`src/rtl/srq_pkg.sv`:
```
package srq_pkg;
   localparam int unsigned SB_W     = 8;
   localparam int unsigned POS_ERR  = 2;
   localparam int unsigned POS_EXT  = 3;
   localparam int unsigned POS_OUTQ = 4;
   localparam int unsigned POS_STD  = 5;
   localparam int unsigned POS_SUM  = 6;

   typedef struct packed {
      logic err;
      logic outq;
      logic ext;
      logic std;
   } srq_flags_t;
endpackage

```
`src/rtl/srq_mask_reg.sv`:
```
module srq_mask_reg #(
   parameter int unsigned W        = 8,
   parameter int unsigned HOLE_POS = 6
) (
   input  logic         clk,
   input  logic         rst_n,
   input  logic         wr_i,
   input  logic [W-1:0] wdata_i,
   output logic [W-1:0] mask_o
);
   initial begin
      if (HOLE_POS >= W) $error("srq_mask_reg: HOLE_POS out of range");
   end

   for (genvar b = 0; b < W; b++) begin : g_bit
      if (b == HOLE_POS) begin : g_hole
         assign mask_o[b] = 1'b0;
      end else begin : g_flop
         logic q;
         always_ff @(posedge clk) begin
            if (!rst_n)    q <= 1'b0;
            else if (wr_i) q <= wdata_i[b];
         end
         assign mask_o[b] = q;
      end
   end
endmodule

```
`src/rtl/srq_byte_build.sv`:
```
module srq_byte_build
   import srq_pkg::*;
#(
   parameter int unsigned W = SB_W
) (
   input  srq_flags_t   flags_i,
   input  logic [W-1:0] mask_i,
   input  logic         req_i,
   output logic         msum_o,
   output logic [W-1:0] query_o,
   output logic [W-1:0] poll_o
);
   initial begin
      if (W != 8) $error("srq_byte_build: byte width must be 8");
   end

   logic [W-1:0] base;

   always_comb begin
      base           = '0;
      base[POS_ERR]  = flags_i.err;
      base[POS_EXT]  = flags_i.ext;
      base[POS_OUTQ] = flags_i.outq;
      base[POS_STD]  = flags_i.std;
   end

   assign msum_o = |(base & mask_i);

   always_comb begin
      query_o          = base;
      query_o[POS_SUM] = msum_o;
      poll_o           = base;
      poll_o[POS_SUM]  = req_i;
   end
endmodule

```
`src/rtl/srq_req_latch.sv`:
```
module srq_req_latch (
   input  logic clk,
   input  logic rst_n,
   input  logic msum_i,
   input  logic poll_i,
   output logic req_o
);
   logic msum_q;
   logic rise;

   assign rise = msum_i & ~msum_q;

   always_ff @(posedge clk) begin
      if (!rst_n) begin
         msum_q <= 1'b0;
         req_o  <= 1'b0;
      end else begin
         msum_q <= msum_i;
         if (rise)                 req_o <= 1'b1;
         else if (poll_i | ~msum_i) req_o <= 1'b0;
      end
   end
endmodule

```
`src/rtl/srq_status_gen.sv`:
```
module srq_status_gen
   import srq_pkg::*;
#(
   parameter int unsigned BYTE_W = SB_W
) (
   input  logic              clk,
   input  logic              rst_n,
   input  logic              err_pending_i,
   input  logic              out_pending_i,
   input  logic              ext_sum_i,
   input  logic              std_sum_i,
   input  logic              mask_wr_i,
   input  logic [BYTE_W-1:0] mask_wdata_i,
   output logic [BYTE_W-1:0] mask_rdata_o,
   input  logic              poll_i,
   output logic [BYTE_W-1:0] poll_byte_o,
   output logic [BYTE_W-1:0] query_byte_o,
   output logic              srq_o
);
   initial begin
      if (BYTE_W != SB_W) $error("srq_status_gen: BYTE_W must equal SB_W");
   end

   srq_flags_t        flags;
   logic [BYTE_W-1:0] mask;
   logic              msum;
   logic              req;

   assign flags = '{err: err_pending_i, outq: out_pending_i,
                    ext: ext_sum_i, std: std_sum_i};

   srq_mask_reg #(.W(BYTE_W), .HOLE_POS(POS_SUM)) u_mask (
      .clk(clk), .rst_n(rst_n), .wr_i(mask_wr_i),
      .wdata_i(mask_wdata_i), .mask_o(mask)
   );

   srq_byte_build #(.W(BYTE_W)) u_build (
      .flags_i(flags), .mask_i(mask), .req_i(req),
      .msum_o(msum), .query_o(query_byte_o), .poll_o(poll_byte_o)
   );

   srq_req_latch u_req (
      .clk(clk), .rst_n(rst_n), .msum_i(msum),
      .poll_i(poll_i), .req_o(req)
   );

   assign mask_rdata_o = mask;
   assign srq_o        = req;
endmodule

```
`config.mk`:
```
export PLATFORM = sky130hd
export DESIGN_NAME = srq_status_gen
export DESIGN_NICKNAME = d
export VERILOG_FILES = /design/src/rtl/srq_pkg.sv /design/src/rtl/srq_mask_reg.sv /design/src/rtl/srq_byte_build.sv /design/src/rtl/srq_req_latch.sv /design/src/rtl/srq_status_gen.sv
export SDC_FILE = /design/constraint.sdc
export NUM_CORES = 1
export LEC_CHECK = 0
export BUFFER_PORTS_ARGS = -buffer_cell sky130_fd_sc_hd__buf_2
export CAP_MARGIN = 10
export CELL_PAD_IN_SITES_DETAIL_PLACEMENT = 1
export CELL_PAD_IN_SITES_GLOBAL_PLACEMENT = 1
export CORE_ASPECT_RATIO = 0.9
export CORE_MARGIN = 1
export CORE_UTILIZATION = 27
export DETAILED_ROUTE_END_ITERATION = 6
export PLACE_DENSITY = 0.77
export SLEW_MARGIN = 30
export SYNTH_ARGS = -nofsm -noshare
export SYNTH_HDL_FRONTEND = slang
export SYNTH_SLANG_ARGS = --single-unit
```
`constraint.sdc`:
```
create_clock -name clk -period 1.9 [get_ports clk]
set_input_delay 0.095 -clock clk [delete_from_list [all_inputs] [get_ports clk]]
set_output_delay 0.095 -clock clk [all_outputs]
set_load 0.005 [all_outputs]
```
==> results of run 1 <==
[sequential cells by signal, summed over array words and instances, names as in the netlist]
name and count:
u_mask.g_bit.g_flop.q 7, u_req.msum_q 1, u_req.req_o 1
[power breakdown]
| part | internal [mW] | switching, mW |
|---|---|---|
| combinational | 0.0384 | 0.0356 |
| clock | 0.0808 | 0.0643 |
| sequential | 0.201 | 0.00689 |
[synthesized netlist by cell type]
| cell | instances | share of area [%] |
|---|---|---|
| nand2_1 | 1 | 0.71 |
| clkinv_1 | 1 | 0.71 |
| a22oi_2 | 1 | 2.4 |
| buf_4 | 24 | 34 |
| dfxtp_1 | 9 | 34 |
| a221oi_2 | 1 | 2.9 |
| a22oi_1 | 1 | 1.4 |
| nand2b_1 | 1 | 1.2 |
| a21oi_1 | 1 | 0.95 |
| mux2i_1 | 7 | 13 |
| conb_1 | 1 | 0.71 |
| buf_6 | 1 | 2.1 |
| nor2_1 | 7 | 5.0 |
[area by class of cell]
type	instances	share of cell area [%]
well taps	24	5.24
inverters	1	0.655
flip-flops and latches	9	31.4
clock buffers	4	4.59
repair buffers	32	27.9
multi-input cells	27	30.1
[logic make-up (layout without fill, tap and decap cells)]
group,after synthesis,count (layout),share of synthesized area [%]
muxes,7,7,13.3
buffers and inverters,26,37,37.1
AOI/OAI and AO/OA,4,4,7.62
other,1,7,0.714
and+or+nand+nor,9,9,6.91
DFF,9,9,34.3
[stage by stage]
stage | hold WS [ps] | worst slack (ps) | total power, mW | cell area [µm²] | utilization (%)
after floorplan | 242 | 1040 | 0.285 | 548 | -
after global placement | 330 | 990 | 0.284 | 547 | 31.2
after detailed placement | 339 | 968 | 0.287 | 547 | 31.2
after CTS | 68.2 | 689 | 0.436 | 573 | 32.7
after global routing | 76.3 | 643 | 0.452 | 573 | 32.7
final | 76.1 | 694 | 0.427 | 573 | 32.7
[per-layer routing]
| metal | vias up | share of wire (%) | track usage, % |
|---|---|---|---|
| li1 | 182 | - | - |
| met4 | 0 | 0 | 0 |
| met3 | 0 | 8.6 | 6.32 |
| met5 | - | 0 | 0 |
| met1 | 165 | 43 | 9.68 |
| met2 | 20 | 48 | 16.1 |
[worst register-to-register path, cell delays in order, from the launching register on]
cell	delay, ps
dfxtp_1	320
a22oi_1	320
a221oi_2	110
[worst min path at each step]
| stage | slack [ps] | cells after the start | to | startpoint |
|---|---|---|---|---|
| 2_1_floorplan | 240 | 2 | u_mask.g_bit[0].g_flop.q | mask_wdata_i[0] |
| 3_3_place_gp | 330 | 3 | u_mask.g_bit[4].g_flop.q | mask_wdata_i[4] |
| 3_5_place_dp | 340 | 3 | u_mask.g_bit[2].g_flop.q | mask_wdata_i[2] |
| 4_1_cts | 70 | 3 | u_mask.g_bit[2].g_flop.q | mask_wdata_i[2] |
| 5_1_grt | 80 | 3 | u_mask.g_bit[3].g_flop.q | mask_wdata_i[3] |
| 6_report | 80 | 3 | u_mask.g_bit[2].g_flop.q | mask_wdata_i[2] |
==> reports/results.ini, run 1 <==
[power_and_ir_drop]
peakVddDrop_v=0.000303
power_density_nw_per_um2=745
p_leak_nw=0.318

[status]
outcome=finished, final reports clean

[placed_design]
io_buffers=32
dp_cells=93
hpwl_um=741
gp_congestion=0.547

[setup_path]
path_class=flip-flop to output pin
critPathSlowestCell=dfxtp_1
ff2ff_setup_slack_ps=1020
regToRegEndpoint=u_req.req_o
r2r-start=u_mask.g_bit[5].g_flop.q
slowest_delay_ps=320
startpoint_type=flip-flop
cp-endpoint=query_byte_o[6]
reg2regPathDepth=2
critPathBufInv=1
setup.worst_path.end_class=output pin
crit_chain=a22oi_1 > nand2_1 > buf_2
cp.arrival_ps=1110
path_max_fanout=3
crit_family=flip-flops
crit_start=u_mask.g_bit[5].g_flop.q
cp_data_required_time_ps=1800
cp.depth=3

[clocking]
insertion_delay_ps=250
postCtsResizedCells=0
cts_buffer_depth=2
holdBufCountCts=0
cts-root-buf=clkbuf_4
cts_made_buffers=3
cts_tree=yes
clkTransAtPathRegs_ps=60
post_cts_buffers=0
clock_sinks=9
htreeDepth=1

[timing]
period_minus_slack_ps=1210
setup_viol=0
fin_crit_sh_pct=63.5
slew_viol_final=0
hold_viol_final=0
skew_ps=0.477
max_freq_mhz=829
setup_tns_ps=0
rsz0062_at_grt=no

[cells_and_area]
fillers=230
final_cell_mix=buf_2, dfxtp_1, mux2i_1, nor2_1, conb_1
layout.cells.non_filler=97
multi_input_area_um2=173
nets=90
drive_gt1_share_pct=50.7
insertedDiodeCount=0
regArea_um2=180
final_common_cell=buf_2
area_growth_pct=9.05

[yosys]
ys_seq_area_share_pct=34.3
syn_inst=56
synthesis.area_um2=526
ys_ff_latch=9
yosys_warnings=0
post_synth_num_cell_types=13
syn_avg_cell_area_um2=9.38

[drt]
ant_nets=0
vias=367
viasPerCell=3.78
route.detailed.drc=0
first_pass_iters=1
wl_per_cell_um=9.43
wl_um=915
first_iter_violations=0

[grt]
grt_overflow=0
antenna_found_initial=0
grt_pass1_wl_um=1460
grt_usage_pct=9.12
grt_pass1_vias=334
grt_max_degree=10

[floorplan]
die_x_um=48.5
core_region_area_um2=1750
ios=41
placementRows=14
die_h_um=43.9
die_area_um2=2130
initial_utilization_pct=30.0

[run]
max_cap_violations=0

[min_path]
min_path_type=primary input to flip-flop

No activity file was read; power rests on OpenSTA's default activity.
==> inputs of run 2 (changes only) <==
ABC_AREA = 1   (was not set)
CORE_UTILIZATION = 21   (was 27)
PLACE_DENSITY = 0.68   (was 0.77)
clock period = 1.1 ns   (was 1.9 ns; I/O delays follow)
==> run 2 against run 1 <==
Global-route usage fell by 0.15 points. Sequential share of layout area fell by 0.74 points. Count of clock-buffer cells in the layout did not move. Synthesized cell count rose by 23%. Critical path type unchanged. Routed wire length rose by 16%. Clock power rose by 72%. Power rose by 77%. Area after synthesis fell by 2.1%. Sequential cell count did not move. Highest routed layer is now met4. First-iteration DRC count rose by 2.
==> reports/results.ini, run 2 <==
[drt]
wl_um=1060
first_iter_violations=2
first_pass_iters=2
wl_per_cell_um=9.20
ant_nets=0
top_layer_used=met4
met1_length_um=416
vias=453
route.detailed.drc=0
wl_met2_um=519
viasPerCell=3.94
wl_met3_um=101

[setup_path]
cpMostUsedCell=nand2_1
regToRegEndpoint=u_req.req_o
slowest_delay_ps=320
cp_data_required_time_ps=1040
startpoint_type=flip-flop
path_max_fanout=3
cp.arrival_ps=970
reg2regPathDepth=5
path_class=flip-flop to output pin
ff2ff_setup_slack_ps=260
critPathSlowestCell=dfxtp_1
r2r-start=u_mask.g_bit[4].g_flop.q
setup.worst_path.end_class=output pin
crit_chain=nand2_1 > nand2_1 > nor2_2 > inv_1 > buf_2

[yosys]
synth_most_common_cell=buf_4
ys_ff_latch=9
ys_seq_area_share_pct=35.0
synthXorXnorAreaFrac_pct=0
muxShareOfSynthArea_pct=0
yosys_warnings=0
ys_top_cells_by_area=dfxtp_1, buf_4, nor2_1
syn_avg_cell_area_um2=7.45
synth-simple-area-share_pct=18.0
synth_top_family_by_area=buffers and inverters
async_flop_share_pct=0
synthesis.area_um2=514
syn_inst=69
synth_largest_area_cell=dfxtp_1
yosysTopAreaCellShare_pct=35.0
synthAdderAreaFrac_pct=0
synth_compound_area_share_pct=8.27
synth_flop_cell=dfxtp_1
synth_common_cells=buf_4, nor2_1, dfxtp_1, o21ai_0, nand2_1
synth-edff-count=0
post_synth_num_cell_types=10

[floorplan]
core_region_area_um2=2240
ios=41
die_h_um=48.9
initial_utilization_pct=22.9
die_area_um2=2650
placementRows=16
die_x_um=54.2

[grt]
grt_usage_pct=8.97
antenna_found_initial=0
grt_overflow=0
grt_pass1_vias=401
grt_pass1_wl_um=1660
grt_max_degree=9

[placed_design]
gp_congestion=0.640
hpwl_um=865
io_buffers=32

[timing]
slew_viol_final=0
period_minus_slack_ps=1020
fin_crit_sh_pct=92.8
rsz0062_at_grt=no
setup_viol=0
skew_ps=6.74
hold_viol_final=0
setup_tns_ps=0
max_freq_mhz=980

[cells_and_area]
final_cell_mix=buf_2, nor2_1, dfxtp_1
final_common_cell=buf_2
fin_util_pct=26.2
area_growth_pct=14.1
largest_register=u_mask.g_bit.g_flop.q
fillers=304
largest_register_ffs=7
largestRegisters=u_mask.g_bit.g_flop.q x7, u_req.msum_q x1, u_req.req_o x1
nets=105
drive_gt1_share_pct=45.5
insertedDiodeCount=0

[power_and_ir_drop]
power_switching_mw=0.195
power_density_nw_per_um2=1290
switching_share_pct=25.9
p_leak_nw=0.337
p_int_mw=0.559
peakVddDrop_v=0.000314
p_clk_share_pct=33.2
sequentialPowerShare_pct=48.1
power_frac_comb_pct=18.7

[clocking]
insertion_delay_ps=260
clock_sinks=9
cts_buffer_depth=2
cts_tree=yes
holdBufCountCts=0
htreeDepth=1
cts_made_buffers=3
clkTransAtPathRegs_ps=60
cts-root-buf=clkbuf_4

[status]
outcome=finished, final reports clean

[min_path]
min_path_type=primary input to flip-flop
min_from=mask_wdata_i[2]
hold_path_depth=3
min_to=u_mask.g_bit[2].g_flop.q

[run]
max_cap_violations=0

-- run 2: final cells by class --
class                      instances  area [µm²]  area share (%)
sequential                         9         180            30.7
timing repair buffer              33         168            28.6
clock buffer                       4        26.3            4.48
multi-input combinational         38         164            27.9
tap                               27        33.8            5.76
inverter                           4        15.0            2.56
-- run 2: what timing repair did --
action	in CTS	in global routing
gates resized for setup	1	0
buffers inserted	1	0
endpoints found under the setup margin	1	0
-- run 2: power by group through the flow --
stage | Clock (mW) | Sequential [mW] | Combinational, mW
3_3_place_gp | 0 | 0.369 | 0.132
2_1_floorplan | 0 | 0.368 | 0.124
3_5_place_dp | 0 | 0.371 | 0.136
4_1_cts | 0.262 | 0.363 | 0.144
5_1_grt | 0.294 | 0.365 | 0.164
6_report | 0.250 | 0.363 | 0.141
-- run 2: cell families (layout without fill, tap and decap cells) --
family	count (synthesis)	after routing
compound gates	8	8
buf+inv	28	41
flops	9	9
other cells	1	7
simple gates	23	23
-- run 2: how the worst max path moves through the flow --
stage | from | slack [ps] | endpoint | cells after the start
after CTS | u_mask.g_bit[4].g_flop.q | 60 | query_byte_o[6] | 5
after floorplan | u_mask.g_bit[3].g_flop.q | 300 | query_byte_o[6] | 5
after global placement | u_mask.g_bit[3].g_flop.q | 240 | query_byte_o[6] | 5
after detailed placement | u_mask.g_bit[5].g_flop.q | 220 | query_byte_o[6] | 5
final | u_mask.g_bit[4].g_flop.q | 80 | query_byte_o[6] | 5
after global routing | u_mask.g_bit[4].g_flop.q | 5 | query_byte_o[6] | 5
-- run 2: layer usage --
| layer | track usage (%) | vias to the layer above |
|---|---|---|
| met4 | 7.69 | 0 |
| met1 | 8.73 | 204 |
| met2 | 15.0 | 27 |
| met5 | 0 | - |
| met3 | 2.18 | 2 |
| li1 | - | 220 |
-- run 2: critical path: cells and delay by family, from the launching register on --
kind,cells,cell delay (ps)
buf+inv,2,160
simple gates,3,240
flops,1,320
-- run 2: per-stage QoR --
step	instances	hold slack (ps)	worst slack (ps)	power (mW)	area [µm²]
3_3_place_gp	110	278	238	0.500	551
3_5_place_dp	110	287	223	0.506	551
4_1_cts	115	13.5	64.9	0.770	587
6_report	115	15.9	79.3	0.754	587
2_1_floorplan	75	177	303	0.492	537
5_1_grt	115	21.0	4.59	0.824	587
